### src/rtl/fsk4_demod_pkg.sv
package fsk4_demod_pkg;

    // Per-clock window timing flags handed from the timer to the datapath
    typedef struct packed {
        logic open;      // first sample of a window
        logic close;     // last sample of a window
        logic slot_end;  // last sample of a serial bit slot
        logic primed;    // at least one window already completed
    } win_tick_t;

    // Level changes per window produced by the tone that encodes `code`
    function automatic int unsigned nominal_edges(input int unsigned code);
        return 32'd2 << code;
    endfunction

    function automatic int unsigned abs_gap(input int unsigned a, input int unsigned b);
        return (a > b) ? (a - b) : (b - a);
    endfunction

endpackage

### src/rtl/fsk4_window_timer.sv
module fsk4_window_timer
    import fsk4_demod_pkg::*;
#(
    parameter int unsigned DIV_BITS = 4,
    parameter int unsigned CODE_W   = 2
) (
    input  logic      clk,
    input  logic      run,
    output win_tick_t tick
);
    localparam int unsigned SLOT_BITS = DIV_BITS - $clog2(CODE_W);

    logic [DIV_BITS-1:0] pos_q;
    logic                primed_q;

    always_ff @(posedge clk) begin
        if (!run) begin
            pos_q    <= '0;
            primed_q <= 1'b0;
        end else begin
            pos_q <= pos_q + 1'b1;
            if (pos_q == '1) primed_q <= 1'b1;
        end
    end

    always_comb begin
        tick.open     = run && (pos_q == '0);
        tick.close    = run && (pos_q == '1);
        tick.slot_end = run && (pos_q[SLOT_BITS-1:0] == '1);
        tick.primed   = primed_q;
    end

    // A closing sample is followed by an opening one while running
    assert_window_wrap_R2: assert property (@(posedge clk) disable iff (!run)
        tick.close |=> (!run || tick.open));

    // Once a window has closed, later decisions are eligible for output
    assert_primed_after_close_R6: assert property (@(posedge clk) disable iff (!run)
        tick.close |=> (!run || tick.primed));

endmodule

### src/rtl/fsk4_edge_counter.sv
module fsk4_edge_counter #(
    parameter int unsigned DIV_BITS = 4,
    localparam int unsigned CNT_W   = DIV_BITS + 1
) (
    input  logic             clk,
    input  logic             run,
    input  logic             tone_in,
    input  logic             open,
    output logic [CNT_W-1:0] total
);
    localparam int unsigned WIN = 1 << DIV_BITS;

    logic             prev_q;
    logic [CNT_W-1:0] acc_q;
    logic             flip;

    assign flip = tone_in ^ prev_q;

    always_comb total = (open ? '0 : acc_q) + CNT_W'(flip);

    always_ff @(posedge clk) begin
        if (!run) begin
            prev_q <= 1'b0;
            acc_q  <= '0;
        end else begin
            prev_q <= tone_in;
            acc_q  <= total;
        end
    end

    // A window holds at most one change per sample
    assert_count_bounded_R3: assert property (@(posedge clk) disable iff (!run)
        total <= CNT_W'(WIN));

endmodule

### src/rtl/fsk4_tone_picker.sv
module fsk4_tone_picker
    import fsk4_demod_pkg::*;
#(
    parameter int unsigned DIV_BITS = 4,
    localparam int unsigned CNT_W   = DIV_BITS + 1,
    localparam int unsigned CODE_W  = $clog2(DIV_BITS)
) (
    input  logic              clk,
    input  logic              run,
    input  logic [CNT_W-1:0]  total,
    output logic [CODE_W-1:0] code
);
    localparam int unsigned TONES = DIV_BITS;

    int unsigned gaps [TONES];

    for (genvar c = 0; c < TONES; c++) begin : g_gap
        assign gaps[c] = abs_gap(int'(total), nominal_edges(c));
    end

    always_comb begin
        int unsigned best;
        best = 0;
        for (int unsigned c = 1; c < TONES; c++) begin
            if (gaps[c] < gaps[best]) best = c;
        end
        code = CODE_W'(best);
    end

    // No code is nearer, and no lower code is equally near
    always @(posedge clk) begin
        if (run) begin
            for (int unsigned c = 0; c < TONES; c++) begin
                assert_nearest_R5: assert ((c < int'(code)) ? (gaps[c] > gaps[code])
                                                            : (gaps[c] >= gaps[code]));
            end
        end
    end

endmodule

### src/rtl/fsk4_bit_serializer.sv
module fsk4_bit_serializer #(
    parameter int unsigned CODE_W = 2
) (
    input  logic              clk,
    input  logic              run,
    input  logic              close,
    input  logic              slot_end,
    input  logic              primed,
    input  logic [CODE_W-1:0] code,
    output logic              bit_out,
    output logic              bit_valid
);
    logic [CODE_W-1:0] sh_q;
    logic              live_q;

    always_ff @(posedge clk) begin
        if (!run) begin
            sh_q      <= '0;
            live_q    <= 1'b0;
            bit_out   <= 1'b0;
            bit_valid <= 1'b0;
        end else begin
            bit_valid <= 1'b0;
            if (close) begin
                if (primed) begin
                    bit_out   <= code[CODE_W-1];
                    sh_q      <= code << 1;
                    live_q    <= 1'b1;
                    bit_valid <= 1'b1;
                end
            end else if (slot_end && live_q) begin
                bit_out   <= sh_q[CODE_W-1];
                sh_q      <= sh_q << 1;
                bit_valid <= 1'b1;
            end
        end
    end

    // Strobe lasts one clock
    assert_pulse_single_R8: assert property (@(posedge clk) disable iff (!run)
        bit_valid |=> !bit_valid);

    // Strobe only follows a slot boundary from the timer
    assert_valid_on_slot_R8: assert property (@(posedge clk) disable iff (!run)
        bit_valid |-> $past(slot_end));

    // Data changes only together with the strobe
    assert_hold_R7: assert property (@(posedge clk) disable iff (!run)
        ($past(run) && !bit_valid) |-> $stable(bit_out));

endmodule

### src/rtl/fsk4_demod.sv
module fsk4_demod
    import fsk4_demod_pkg::*;
#(
    parameter int unsigned DIV_BITS = 4
) (
    input  logic clk,
    input  logic run,
    input  logic tone_in,
    output logic bit_out,
    output logic bit_valid
);
    localparam int unsigned CODE_W = $clog2(DIV_BITS);
    localparam int unsigned CNT_W  = DIV_BITS + 1;

    win_tick_t         tick;
    logic [CNT_W-1:0]  total;
    logic [CODE_W-1:0] code;

    fsk4_window_timer #(.DIV_BITS(DIV_BITS), .CODE_W(CODE_W)) u_timer (
        .clk  (clk),
        .run  (run),
        .tick (tick)
    );

    fsk4_edge_counter #(.DIV_BITS(DIV_BITS)) u_count (
        .clk     (clk),
        .run     (run),
        .tone_in (tone_in),
        .open    (tick.open),
        .total   (total)
    );

    fsk4_tone_picker #(.DIV_BITS(DIV_BITS)) u_pick (
        .clk   (clk),
        .run   (run),
        .total (total),
        .code  (code)
    );

    fsk4_bit_serializer #(.CODE_W(CODE_W)) u_ser (
        .clk       (clk),
        .run       (run),
        .close     (tick.close),
        .slot_end  (tick.slot_end),
        .primed    (tick.primed),
        .code      (code),
        .bit_out   (bit_out),
        .bit_valid (bit_valid)
    );

    // Nothing is emitted before the first window has been discarded
    assert_quiet_first_R6: assert property (@(posedge clk) disable iff (!run)
        !tick.primed |-> !bit_valid);

endmodule

### config.mk
export PLATFORM = sky130hd
export DESIGN_NAME = fsk4_demod
export DESIGN_NICKNAME = d
export VERILOG_FILES = /design/src/rtl/fsk4_demod_pkg.sv /design/src/rtl/fsk4_window_timer.sv /design/src/rtl/fsk4_edge_counter.sv /design/src/rtl/fsk4_tone_picker.sv /design/src/rtl/fsk4_bit_serializer.sv /design/src/rtl/fsk4_demod.sv
export SDC_FILE = /design/constraint.sdc
export NUM_CORES = 1
export LEC_CHECK = 0
export BUFFER_PORTS_ARGS = -buffer_cell sky130_fd_sc_hd__buf_4
export CAP_MARGIN = 5
export CORE_ASPECT_RATIO = 0.6
export CORE_UTILIZATION = 50
export DETAILED_ROUTE_END_ITERATION = 16
export PLACE_DENSITY = 0.77
export SLEW_MARGIN = 20
export SYNTH_ARGS = -nofsm -noshare
export SYNTH_HDL_FRONTEND = slang
export SYNTH_SLANG_ARGS = --single-unit
### constraint.sdc
create_clock -name clk -period 10.3 [get_ports clk]
set_input_delay 2.06 -clock clk [delete_from_list [all_inputs] [get_ports clk]]
set_output_delay 2.06 -clock clk [all_outputs]
set_load 0.01 [all_outputs]
==> run summary <==
The starting density of the core came out at 0.533. The number of instances in the synthesized netlist is 245. Grouping stages by cell kind, the critical path spends the most delay in simple AND/OR/NAND/NOR gates. In the layout the commonest cells are ha_1, inv_1, nand2_1.

The required time at the worst-slack endpoint came out at around 10,000 ps. The delay of the slowest critical-path stage is 460 ps. After clock tree synthesis, the clock-pin slew on the worst setup and hold paths is approximately 60 ps. The global placer's final weighted congestion came out at 0.985. The number of I/O pins came out at 5. The final antenna diode count is 0.

The die footprint came out at 4260 sq um. The critical path launch point type is an input port. The count of antenna-violating nets left after detailed routing came out at 0. In this run, post-CTS hold repair placed 0 buffers.

The final net count is 279. For the worst-skew pair, the clock arrives at the later sink with an insertion delay of about 250 ps. The number of rows in the core area is 17. After routing the design area is roughly 2100 sq um. The period utilization is 0.914. Yosys printed 0 warnings. The number of maximum-capacitance constraint violations came out at 0.

The DRC violation count after routing is 0. After global routing the overflow that remains totals 0. The portion of synthesized cell area occupied by the leading cell type is 0.157.

The layout-stage area growth over the synthesis result is 4.76%. Timing would allow up to about 110 MHz. In the final layout, the share of cells above drive strength 1 is 0.164. The die is 51.0 um tall.

The routed layout has around 1,800 vias. The flow ran to the end, and the final reports show no timing, DRC or antenna violations. The final period demand of the worst path came out at between 9000 and 10,000 ps.

The synthesized flop and latch total came out at 15. The global-route wire length before repair came out at 7950 um. The cell type with the largest total area after synthesis is ha_1. Setup repair after global routing left no endpoint under its margin.

For this design the ratio of total power to cell area is roughly 160 nW/um^2. CTS placed an instance of clkbuf_8 at the clock tree root. After detailed routing, the total wire length is 4880 um. The via count of the first global-routing pass came out at roughly 1,500. Summing every instance area after synthesis gives 2000 sq um.

STA puts the critical path data arrival time at slightly below 10,000 ps. The post-placement cell area came out at about 2000 sq um. The count of input and output buffers is 4. The clock skew came out at ~0.77 ps. The vias per cell came out at 6.20. The critical path is of the input port to flop type.

The worst-case IR drop observed on VDD is ~0.13 mV. The post-synth net total came out at roughly 270. For the pin with the worst max-slew slack, the measured transition is around 590 ps. Leaving out fill and tap cells, the most frequent cell in the layout is ha_1.

The number of antenna violations at the first check in global routing came to 0. The final number of hold-violating endpoints is 0. The maximum buffer depth of the clock tree came out at 2. The core outline area is 3740 sq um. Among all stages on the critical path, the largest delay is contributed by a2111oi_0. The final sum of negative setup slack came out at 0 ps. The final count of pins violating max slew was 0.

The global-route total usage across every layer came out at 0.241. The normalized max-slew margin is 0.607. The static leakage came out at 0.973 nW. The number of clock buffers added by TritonCTS is 3.

Counting flops with a built-in enable in the synthesized netlist gives 0. Before antenna repair, the detailed router went through 5 iterations. In the synthesized netlist the async set-or-reset flop fraction comes to 0. For this run, the register share of the synthesized area comes to 0.150. The largest net degree at the start of global routing came out at 19. The routed wirelength normalized by instance count came out at roughly 16 um.

The min-delay analysis places its worst path in the category flop to flop. The count of cell types in the netlist came out at 65. The count of final setup violators is 0. The CTS sink count is 15.

The critical path capture point type is a flop. By area the synthesized netlist is led by ha_1, dfxtp_1, mux2i_1. Measured along the x axis, the die boundary spans 83.6 um. The largest fanout of any net on the critical path is 18. The main flop type after synthesis is dfxtp_1.

CTS built an H-tree with a depth of 1. Summed over all nets, the half-perimeter wirelength after detailed placement is 3860 um. The number of buffers and inverters on the critical path is 7. The iteration-0 DRC count of the detailed router came out at approximately 230.

The average footprint of a synthesized cell is about 8.2 sq um. TritonCTS built the clock tree.
## layout make-up
cell class / instances / area (sq um)
Tap cell: 47 / 58.8
Clock buffer: 4 / 45.0
Timing Repair Buffer: 15 / 113
Sequential cell: 15 / 300
Multi-Input combinational cell: 194 / 1490
Fill cell: 340 / 1650
Inverter: 22 / 82.6
## logic make-up after synthesis
group,share of synthesized area
xor+xnor,0.0395
fa+ha+maj,0.157
buf+inv,0.110
compound gates,0.215
simple gates,0.249
flops,0.150
mux,0.0796
## state kept, by name, summed over array words and instances (netlist names)
register / flops
u_count.acc_q: 5
u_timer.primed_q: 1
u_ser.live_q: 1
u_ser.sh_q: 1
u_count.prev_q: 1
u_ser.bit_valid: 1
u_timer.pos_q: 4
u_ser.bit_out: 1
## worst reg2reg max path, delay by kind of cell, from the launching register on
family	cells	cell delay, ps
AND/OR/NAND/NOR	11	2030
adder cells (fa/ha/maj)	7	1970
AO/OA/AOI/OAI	8	1820
multiplexers	4	1070
buffers and inverters	7	770
flip-flops	1	370
## path summary, 6_finish.rpt
kind	slack [ps]	endpoint	start	depth (start not counted)
min	450	u_ser.live_q	u_ser.live_q	2
min reg2reg	450	u_ser.live_q	u_ser.live_q	2
max reg2reg	2220	u_ser.sh_q[1]	u_timer.pos_q[0]	37
max	880	u_ser.sh_q[1]	run	36
## metal layers
metal / GRT usage / vias to the layer above / share of wire
met5: 0 / - / 0
met4: 0.0593 / 0 / 0.0072
met3: 0.0420 / 8 / 0.094
met2: 0.320 / 90 / 0.39
met1: 0.385 / 852 / 0.51
li1: - / 892 / -
## report_power, final
part	switching [mW]	internal, mW	total, mW
Sequential	0.00246	0.0603	0.0627
Clock	0.0193	0.0274	0.0467
Combinational	0.123	0.104	0.227
## synthesized netlist by cell type (6+ instances only)
| cell type | number |
|---|---|
| ha_1 | 25 |
| inv_1 | 21 |
| a21oi_1 | 16 |
| nand2_1 | 16 |
| dfxtp_1 | 15 |
| nor2_1 | 15 |
| mux2i_1 | 13 |
| and2_1 | 11 |
| nand3_1 | 9 |
| o21ai_0 | 8 |
| xnor2_1 | 8 |
| nor3_1 | 6 |
## through the flow
step | util | hold WS (ps) | setup slack (ps) | std cells | power, mW
6_report | 0.559 | 448 | 882 | 297 | 0.336
5_1_grt | 0.559 | 460 | 58.9 | 297 | 0.362
4_1_cts | 0.555 | 445 | 637 | 297 | 0.333
3_5_place_dp | 0.543 | 436 | 449 | 293 | 0.285
3_3_place_gp | 0.543 | 430 | 680 | 293 | 0.281
2_1_floorplan | - | 423 | 1420 | 245 | 0.235
## repair_timing
action,in CTS,in global routing
setup endpoints to repair,0,2
resized for setup,0,4
buffers inserted,0,0
endpoints found under the hold margin,0,0
No activity file was read; power rests on OpenSTA's default activity.
